==> src/rtl/fcmd_pkg.sv <==
package fcmd_pkg;
  localparam int WORD_W    = 32;
  localparam int IO_W      = 4;
  localparam int REG_AW    = 3;
  localparam int MAX_BYTES = 4;

  typedef enum logic [2:0] {
    ST_IDLE, ST_SETUP, ST_OPC, ST_ADR, ST_DAT, ST_HOLD, ST_GAP
  } phase_e;

  localparam logic [REG_AW-1:0] REG_CFG  = 3'd0;
  localparam logic [REG_AW-1:0] REG_GO   = 3'd1;
  localparam logic [REG_AW-1:0] REG_ADDR = 3'd2;
  localparam logic [REG_AW-1:0] REG_TXD  = 3'd3;
  localparam logic [REG_AW-1:0] REG_RXD  = 3'd4;

  typedef struct packed {
    logic [1:0] lanes_lg;
    logic       rd;
    logic [2:0] dlen;
    logic [2:0] alen;
  } cmd_s;

  // Upper settings bits [17:8] -> clamped command shape
  function automatic cmd_s decode_cfg(input logic [9:0] hi);
    cmd_s c;
    c.alen     = (hi[2:0] > 3'd4) ? 3'd4 : hi[2:0];
    c.rd       = hi[3];
    c.dlen     = (hi[7:4] > 4'd4) ? 3'd4 : hi[6:4];
    c.lanes_lg = (hi[9:8] == 2'd0) ? 2'd0 : (hi[9:8] == 2'd1) ? 2'd1 : 2'd2;
    return c;
  endfunction

  function automatic logic [WORD_W-1:0] bswap(input logic [WORD_W-1:0] w);
    return {w[7:0], w[15:8], w[23:16], w[31:24]};
  endfunction
endpackage

==> src/rtl/fcmd_regs.sv <==
module fcmd_regs
  import fcmd_pkg::*;
(
  input  logic              clk,
  input  logic              rst_n,
  input  logic [REG_AW-1:0] csr_addr,
  input  logic              csr_wr,
  input  logic [WORD_W-1:0] csr_wdata,
  input  logic              busy,
  input  logic              rd_done,
  input  logic [WORD_W-1:0] rd_word,
  output logic [17:0]       cfg_q,
  output logic [WORD_W-1:0] addr_q,
  output logic [WORD_W-1:0] txd_q,
  output logic              start,
  output logic [WORD_W-1:0] csr_rdata
);
  logic [WORD_W-1:0] rxd_q;
  logic cfg_en, addr_en, txd_en;

  assign cfg_en  = csr_wr && (csr_addr == REG_CFG);
  assign addr_en = csr_wr && (csr_addr == REG_ADDR);
  assign txd_en  = csr_wr && (csr_addr == REG_TXD);
  assign start   = csr_wr && (csr_addr == REG_GO) && csr_wdata[0] && !busy;

  always_ff @(posedge clk or negedge rst_n) begin
    if (!rst_n) begin
      cfg_q  <= '0;
      addr_q <= '0;
      txd_q  <= '0;
      rxd_q  <= '0;
    end else begin
      if (cfg_en)  cfg_q  <= csr_wdata[17:0];
      if (addr_en) addr_q <= csr_wdata;
      if (txd_en)  txd_q  <= csr_wdata;
      if (rd_done) rxd_q  <= rd_word;
    end
  end

  always_comb begin
    case (csr_addr)
      REG_CFG:  csr_rdata = {14'd0, cfg_q};
      REG_GO:   csr_rdata = {31'd0, busy};
      REG_ADDR: csr_rdata = addr_q;
      REG_TXD:  csr_rdata = txd_q;
      REG_RXD:  csr_rdata = rxd_q;
      default:  csr_rdata = '0;
    endcase
  end
endmodule

==> src/rtl/fcmd_tick.sv <==
module fcmd_tick #(
  parameter int HALF_DIV = 2
) (
  input  logic clk,
  input  logic rst_n,
  input  logic run,
  output logic tick
);
  localparam int CNT_W = (HALF_DIV > 1) ? $clog2(HALF_DIV) : 1;
  localparam logic [CNT_W-1:0] RELOAD = CNT_W'(HALF_DIV - 1);

  logic [CNT_W-1:0] cnt_q, cnt_d;

  assign tick = run && (cnt_q == '0);

  always_comb begin
    if (!run || cnt_q == '0) cnt_d = RELOAD;
    else                     cnt_d = cnt_q - 1'b1;
  end

  always_ff @(posedge clk or negedge rst_n) begin
    if (!rst_n) cnt_q <= RELOAD;
    else        cnt_q <= cnt_d;
  end
endmodule

==> src/rtl/fcmd_seq.sv <==
module fcmd_seq
  import fcmd_pkg::*;
(
  input  logic              clk,
  input  logic              rst_n,
  input  logic              start,
  input  logic [7:0]        opcode_i,
  input  cmd_s              cmd_i,
  input  logic [WORD_W-1:0] addr_i,
  input  logic [WORD_W-1:0] txd_i,
  input  logic              tick,
  input  logic [IO_W-1:0]   io_in,
  output logic              busy,
  output logic              cs_n,
  output logic              sclk,
  output logic [IO_W-1:0]   io_out,
  output logic [IO_W-1:0]   io_oe,
  output logic              rd_done,
  output logic [WORD_W-1:0] rd_word
);
  phase_e            state_q, state_d;
  logic              sclk_q, sclk_d, cs_n_q, cs_n_d, gap_q, gap_d;
  logic [WORD_W-1:0] sr_q, sr_d, rx_q, rx_d;
  logic [5:0]        units_q, units_d;
  cmd_s              cmd_q;
  logic [WORD_W-1:0] addr_q, txd_q;
  logic              snap_en;
  logic [1:0]        cur_lg;

  assign busy    = (state_q != ST_IDLE);
  assign cs_n    = cs_n_q;
  assign sclk    = sclk_q;
  assign snap_en = (state_q == ST_IDLE) && start;
  assign cur_lg  = (state_q == ST_ADR || state_q == ST_DAT) ? cmd_q.lanes_lg : 2'd0;

  // next-state logic
  always_comb begin
    state_d = state_q;
    sclk_d  = sclk_q;
    cs_n_d  = cs_n_q;
    gap_d   = gap_q;
    sr_d    = sr_q;
    rx_d    = rx_q;
    units_d = units_q;
    rd_done = 1'b0;
    case (state_q)
      ST_IDLE: if (start) begin
        state_d = ST_SETUP;
        cs_n_d  = 1'b0;
        sr_d    = {opcode_i, 24'h0};
        units_d = 6'd8;
      end
      ST_SETUP: if (tick) state_d = ST_OPC;
      ST_OPC, ST_ADR, ST_DAT: if (tick) begin
        if (!sclk_q) begin
          sclk_d = 1'b1;
          if (state_q == ST_DAT && cmd_q.rd) begin
            case (cmd_q.lanes_lg)
              2'd0:    rx_d = {rx_q[30:0], io_in[1]};
              2'd1:    rx_d = {rx_q[29:0], io_in[1:0]};
              default: rx_d = {rx_q[27:0], io_in};
            endcase
          end
        end else begin
          sclk_d  = 1'b0;
          sr_d    = sr_q << (6'd1 << cur_lg);
          units_d = units_q - 6'd1;
          if (units_q == 6'd1) begin
            if (state_q == ST_OPC && cmd_q.alen != 3'd0) begin
              state_d = ST_ADR;
              sr_d    = addr_q << (6'd32 - {cmd_q.alen, 3'b000});
              units_d = {cmd_q.alen, 3'b000} >> cmd_q.lanes_lg;
            end else if (state_q != ST_DAT && cmd_q.dlen != 3'd0) begin
              state_d = ST_DAT;
              sr_d    = cmd_q.rd ? '0 : bswap(txd_q);
              rx_d    = '0;
              units_d = {cmd_q.dlen, 3'b000} >> cmd_q.lanes_lg;
            end else begin
              state_d = ST_HOLD;
              rd_done = (state_q == ST_DAT) && cmd_q.rd;
            end
          end
        end
      end
      ST_HOLD: if (tick) begin
        cs_n_d  = 1'b1;
        gap_d   = 1'b0;
        state_d = ST_GAP;
      end
      ST_GAP: if (tick) begin
        gap_d = 1'b1;
        if (gap_q) state_d = ST_IDLE;
      end
      default: state_d = ST_IDLE;
    endcase
  end

  // read packing: first received byte into [7:0]
  always_comb begin
    logic [4:0]        sh;
    logic [WORD_W-1:0] tmp;
    sh      = '0;
    tmp     = '0;
    rd_word = '0;
    for (int k = 0; k < MAX_BYTES; k++) begin
      if (3'(k) < cmd_q.dlen) begin
        sh  = 5'((int'(cmd_q.dlen) - 1 - k) * 8);
        tmp = rx_q >> sh;
        rd_word[k*8 +: 8] = tmp[7:0];
      end
    end
  end

  // line drivers
  always_comb begin
    io_out = '0;
    io_oe  = '0;
    if (state_q == ST_SETUP || state_q == ST_OPC) begin
      io_out[0] = sr_q[31];
      io_oe     = 4'b0001;
    end else if (state_q == ST_ADR || (state_q == ST_DAT && !cmd_q.rd)) begin
      case (cmd_q.lanes_lg)
        2'd0: begin io_out[0]   = sr_q[31];    io_oe = 4'b0001; end
        2'd1: begin io_out[1:0] = sr_q[31:30]; io_oe = 4'b0011; end
        default: begin io_out   = sr_q[31:28]; io_oe = 4'b1111; end
      endcase
    end
  end

  always_ff @(posedge clk or negedge rst_n) begin
    if (!rst_n) begin
      state_q <= ST_IDLE;
      sclk_q  <= 1'b0;
      cs_n_q  <= 1'b1;
      gap_q   <= 1'b0;
      sr_q    <= '0;
      rx_q    <= '0;
      units_q <= '0;
    end else begin
      state_q <= state_d;
      sclk_q  <= sclk_d;
      cs_n_q  <= cs_n_d;
      gap_q   <= gap_d;
      sr_q    <= sr_d;
      rx_q    <= rx_d;
      units_q <= units_d;
    end
  end

  always_ff @(posedge clk or negedge rst_n) begin
    if (!rst_n) begin
      cmd_q  <= '0;
      addr_q <= '0;
      txd_q  <= '0;
    end else if (snap_en) begin
      cmd_q  <= cmd_i;
      addr_q <= addr_i;
      txd_q  <= txd_i;
    end
  end
endmodule

==> src/rtl/flash_cmd_engine.sv <==
module flash_cmd_engine
  import fcmd_pkg::*;
#(
  parameter int HALF_DIV = 2
) (
  input  logic        clk,
  input  logic        rst_n,
  input  logic [2:0]  csr_addr,
  input  logic        csr_wr,
  input  logic [31:0] csr_wdata,
  output logic [31:0] csr_rdata,
  output logic        flash_sclk,
  output logic        flash_cs_n,
  output logic [3:0]  flash_io_out,
  output logic [3:0]  flash_io_oe,
  input  logic [3:0]  flash_io_in
);
  logic [1:0]        rst_sync_q;
  logic              rst_n_s;
  logic [17:0]       cfg_w;
  logic [WORD_W-1:0] addr_w, txd_w, rd_word_w;
  logic              start_w, busy_w, tick_w, rd_done_w;
  cmd_s              cmd_w;

  always_ff @(posedge clk or negedge rst_n) begin
    if (!rst_n) rst_sync_q <= 2'b00;
    else        rst_sync_q <= {rst_sync_q[0], 1'b1};
  end
  assign rst_n_s = rst_sync_q[1];

  assign cmd_w = decode_cfg(cfg_w[17:8]);

  fcmd_regs u_regs (
    .clk(clk), .rst_n(rst_n_s), .csr_addr(csr_addr), .csr_wr(csr_wr),
    .csr_wdata(csr_wdata), .busy(busy_w), .rd_done(rd_done_w), .rd_word(rd_word_w),
    .cfg_q(cfg_w), .addr_q(addr_w), .txd_q(txd_w), .start(start_w), .csr_rdata(csr_rdata)
  );

  fcmd_tick #(.HALF_DIV(HALF_DIV)) u_tick (
    .clk(clk), .rst_n(rst_n_s), .run(busy_w), .tick(tick_w)
  );

  fcmd_seq u_seq (
    .clk(clk), .rst_n(rst_n_s), .start(start_w), .opcode_i(cfg_w[7:0]), .cmd_i(cmd_w),
    .addr_i(addr_w), .txd_i(txd_w), .tick(tick_w), .io_in(flash_io_in),
    .busy(busy_w), .cs_n(flash_cs_n), .sclk(flash_sclk), .io_out(flash_io_out),
    .io_oe(flash_io_oe), .rd_done(rd_done_w), .rd_word(rd_word_w)
  );
endmodule

==> config.mk <==
export PLATFORM = sky130hd
export DESIGN_NAME = flash_cmd_engine
export DESIGN_NICKNAME = d
export VERILOG_FILES = /design/src/rtl/fcmd_pkg.sv /design/src/rtl/fcmd_regs.sv /design/src/rtl/fcmd_tick.sv /design/src/rtl/fcmd_seq.sv /design/src/rtl/flash_cmd_engine.sv
export SDC_FILE = /design/constraint.sdc
export NUM_CORES = 1
export LEC_CHECK = 0
export BUFFER_PORTS_ARGS = -buffer_cell sky130_fd_sc_hd__buf_2
export CAP_MARGIN = 20
export CORE_MARGIN = 2
export CORE_UTILIZATION = 34
export CTS_BUF_LIST = sky130_fd_sc_hd__clkbuf_8
export DETAILED_ROUTE_END_ITERATION = 8
export GPL_TIMING_DRIVEN = 0
export PLACE_DENSITY = 0.51
export SLEW_MARGIN = 40
export SYNTH_ARGS = -nofsm -noshare
export SYNTH_HDL_FRONTEND = slang
export SYNTH_SLANG_ARGS = --single-unit
==> constraint.sdc <==
create_clock -name clk -period 14.4 [get_ports clk]
set_clock_uncertainty 0.1 [all_clocks]
set_input_delay 2.88 -clock clk [delete_from_list [all_inputs] [get_ports clk]]
set_output_delay 2.88 -clock clk [all_outputs]
set_load 0.05 [all_outputs]
==> out/summary.txt <==
Status -> finished clean
Clock transition at path regs -> 60 ps
Max Cap Violations -> 0
Area delta synth->final -> 15.48%
Die width -> 216.2 um
Clock Sink Count -> 266
Synth unique cells -> 73
Post-Synth Simple-Gate Area -> 15.99%
Commonest cells after routing, fill and taps aside -> nand2_1, dfrtp_1, mux2_2, buf_2
Max incr delay on CP -> 620 ps
Area leader, netlist -> dfrtp_1
Endpoints failing hold -> 0
Post-synthesis compound-gate area fraction -> 17.06%
Worst rel slew slack -> 33.42%
Placement Rows -> 77
Startpoint Class -> input pin
Port bufs -> 81
Slowest CP cell -> nor2_1
Detailed-route via count -> 13585
VDD IR-drop max -> 0.04936 mV
Area contributors post-synth -> dfrtp_1, mux2_2, nand2_1
Vias in the first global route -> 13330
Slew @ Worst Pin -> 973.6 ps
Post-Synth XOR/XNOR Area -> 0.05721%
GR Util met1 -> 32.30%
Async S/R FF share, synth -> 100.0%
WS Path Type -> input pin to primary output
Yosys top cell area share -> 43.15%
Root Buffer -> clkbuf_8
Global-route wire length before repair -> 87.94 mm
Final wirelength -> 59.02 mm
Ys Warns -> 0
Main combinational cell family by area after synthesis -> multiplexers
Leading cell type in the layout, fill and taps excluded -> nand2_1
LEAKAGE -> 8.049 nW
WP data arrival -> 5270 ps
Proportion of synthesized area in mux cells -> 18.60%
GPL Wtd Cong -> 0.9637
TritonCTS clock tree -> yes
TNS Setup -> 0 ps
DR vias/cell -> 5.679
Bufs and invs on worst path -> 4
Initial DRC count -> 1186
Worst EP required -> 11420 ps
Largest net degree at the start of global routing -> 40
Sequential fraction of the synthesis area -> 43.49%
GRT met3 Usage -> 5.263%
Element type at the critical path end -> primary output
PnR Total Power -> 1.774 mW
Core box area -> 44320 um^2
Ordered list of cells on the worst path -> clkbuf_1 > nand2b_1 > clkbuf_1 > nor2_1 > clkbuf_1 > a22oi_1 > nand2_1 > buf_2
Most used routing layer -> met2
CTS HTree Levels -> 2
Max frequency -> 121.2 MHz
Syn Inst Count -> 1624
Yosys reg bits -> 266
Die Y -> 216.2 um
DRC Markers -> 0
Total track usage -> 25.11%
DP Wirelength -> 45.13 mm
Final Critical Period -> 8248 ps
PD cells -> 100.3 nW/um^2
Drt first pass iters -> 5
Post-synthesis net count -> 1671
NumNets Final -> 1811
Avg Inst Size Synth -> 9.427 um^2
Hold-fix buffer count after cts -> 0
Post-Synth Adder-Cell Area -> 0.4086%
Latest clock arrival within the worst-skew pair -> 650 ps
CP Max Fanout -> 10
Fin crit share -> 57.28%
Setup violators final -> 0
EDFF count, synth -> 0
Die area -> 46740 um^2
Post-CTS resize count -> 0
Slew Viols, Final -> 0
Post-Syn Area -> 15310 um^2
Starting density of the core -> 34.55%
Initial antenna violation count -> 2
IO Pins -> 84
Wire length per cell -> 24.67 um
Share of layout cells above drive strength 1 -> 20.91%
Global-route met2 utilization -> 42.44%
TritonCTS Buffers -> 50
Clock Path Buffers -> 3
Top delay family on crit path -> buffers and inverters
RSZ-0062 raised after global routing -> false
GRT overflow -> 0
Most used cell, CP -> clkbuf_1
Post-DRT Antenna Nets -> 0
Postcts setup bufs -> 0
Worst Hold Class -> flip-flop to asynchronous set/reset pin
Top FF cell, synth -> dfrtp_1
## worst reg2reg max path, delay by kind of cell, from the launching register on
family          cells  cell delay, ps
fa+ha+maj           1             370
buf+inv             5            1780
compound gates      1             610
flops               1             320
simple gates        3            1020
mux                 1             350
## metal layers
layer / wire, um / share of wire [%]
met3: 4025 / 6.8
met4: 1740 / 2.9
met5: 12 / 0.020
met2: 28770 / 49
met1: 24470 / 41
## power breakdown
group / total, mW / internal, mW / switching, mW
Combinational: 0.155 / 0.0643 / 0.0904
Sequential: 0.857 / 0.800 / 0.0578
Clock: 0.761 / 0.416 / 0.346
Total: 1.77 / 1.28 / 0.494
## cell families (layout without fill, tap and decap cells)
family | after synthesis | after routing
simple gates | 567 | 567
fa+ha+maj | 5 | 5
other cells | 1 | 3
flops | 266 | 266
compound gates | 401 | 401
buf+inv | 153 | 327
xor+xnor | 1 | 1
mux | 230 | 230
## state kept, by name, summed over array words and instances (netlist names)
signal	count
u_seq.cs_n	1
u_seq.rx_q	32
u_seq.sr_q	32
u_seq.addr_q	32
u_seq.cmd_q	9
u_seq.txd_q	32
rst_sync_q	2
u_regs.addr_q	32
u_seq.units_q	6
u_seq.sclk	1
u_regs.rxd_q	32
u_seq.state_q	3
u_regs.txd_q	32
u_seq.gap_q	1
u_regs.cfg_q	18
u_tick.cnt_q	1
## synth_stat cells, drive strengths merged (10+ instances only)
library cell	instances
inv	22
a211oi	12
a21oi	100
buf	49
nor2	107
clkbuf	80
mux2i	82
nand2b	24
o21ai	109
mux2	116
nand2	335
dfrtp	264
nor2b	21
o22ai	10
mux4	32
a31oi	16
o211ai	23
a22oi	52
nand3	14
a32o	15
nor3	18
## metrics by stage
step | instance area [um^2] | instances | util [%] | setup WS, ps | hold slack (ps)
finish | 17680 | 2392 | 39.89 | 6152 | 136.4
global route | 17670 | 2390 | 39.88 | 5996 | 170.3
floorplan | 15310 | 1624 | - | 6342 | 231.2
global placement | 16460 | 2297 | 37.13 | 2811 | 236.5
CTS | 17650 | 2390 | 39.82 | 6171 | 148.0
detailed placement | 16630 | 2304 | 37.53 | 6192 | 150.0
## worst paths after layout
| kind | startpoint | to | slack (ps) | cells past startpoint |
|---|---|---|---|---|
| min in group clk | rst_sync_q[0]$_DFF_PN0_ | rst_sync_q[1]$_DFF_PN0_ | 250 | 0 |
| worst max-delay path | csr_addr[1] | csr_rdata[16] | 6150 | 8 |
| max in group asynchronous | rst_n | rst_sync_q[1]$_DFF_PN0_ | 12180 | 1 |
| worst min register to register | rst_sync_q[1]$_DFF_PN0_ | u_regs.cfg_q[13]$_DFFE_PN0P_ | 140 | 0 |
| worst max register to register | u_seq.cmd_q[3]$_DFFE_PN0P_ | u_seq.rx_q[25]$_DFFE_PN0P_ | 9720 | 11 |
| worst min-delay path | rst_sync_q[1]$_DFF_PN0_ | u_regs.cfg_q[13]$_DFFE_PN0P_ | 140 | 0 |
## final cells by class
| type | count | area [um^2] |
|---|---|---|
| Antenna cell | 2 | 5.005 |
| Buffer | 129 | 584.3 |
| Clock inverter | 22 | 133.9 |
| Fill cell | 4588 | 26640 |
| Timing Repair Buffer | 88 | 545.5 |
| Sequential cell | 266 | 6663 |
| Inverter | 24 | 90.09 |
| Multi-Input combinational cell | 1205 | 8036 |
| Tap cell | 592 | 740.7 |
| Clock buffer | 64 | 880.8 |
No activity file was read; power rests on OpenSTA's default activity.
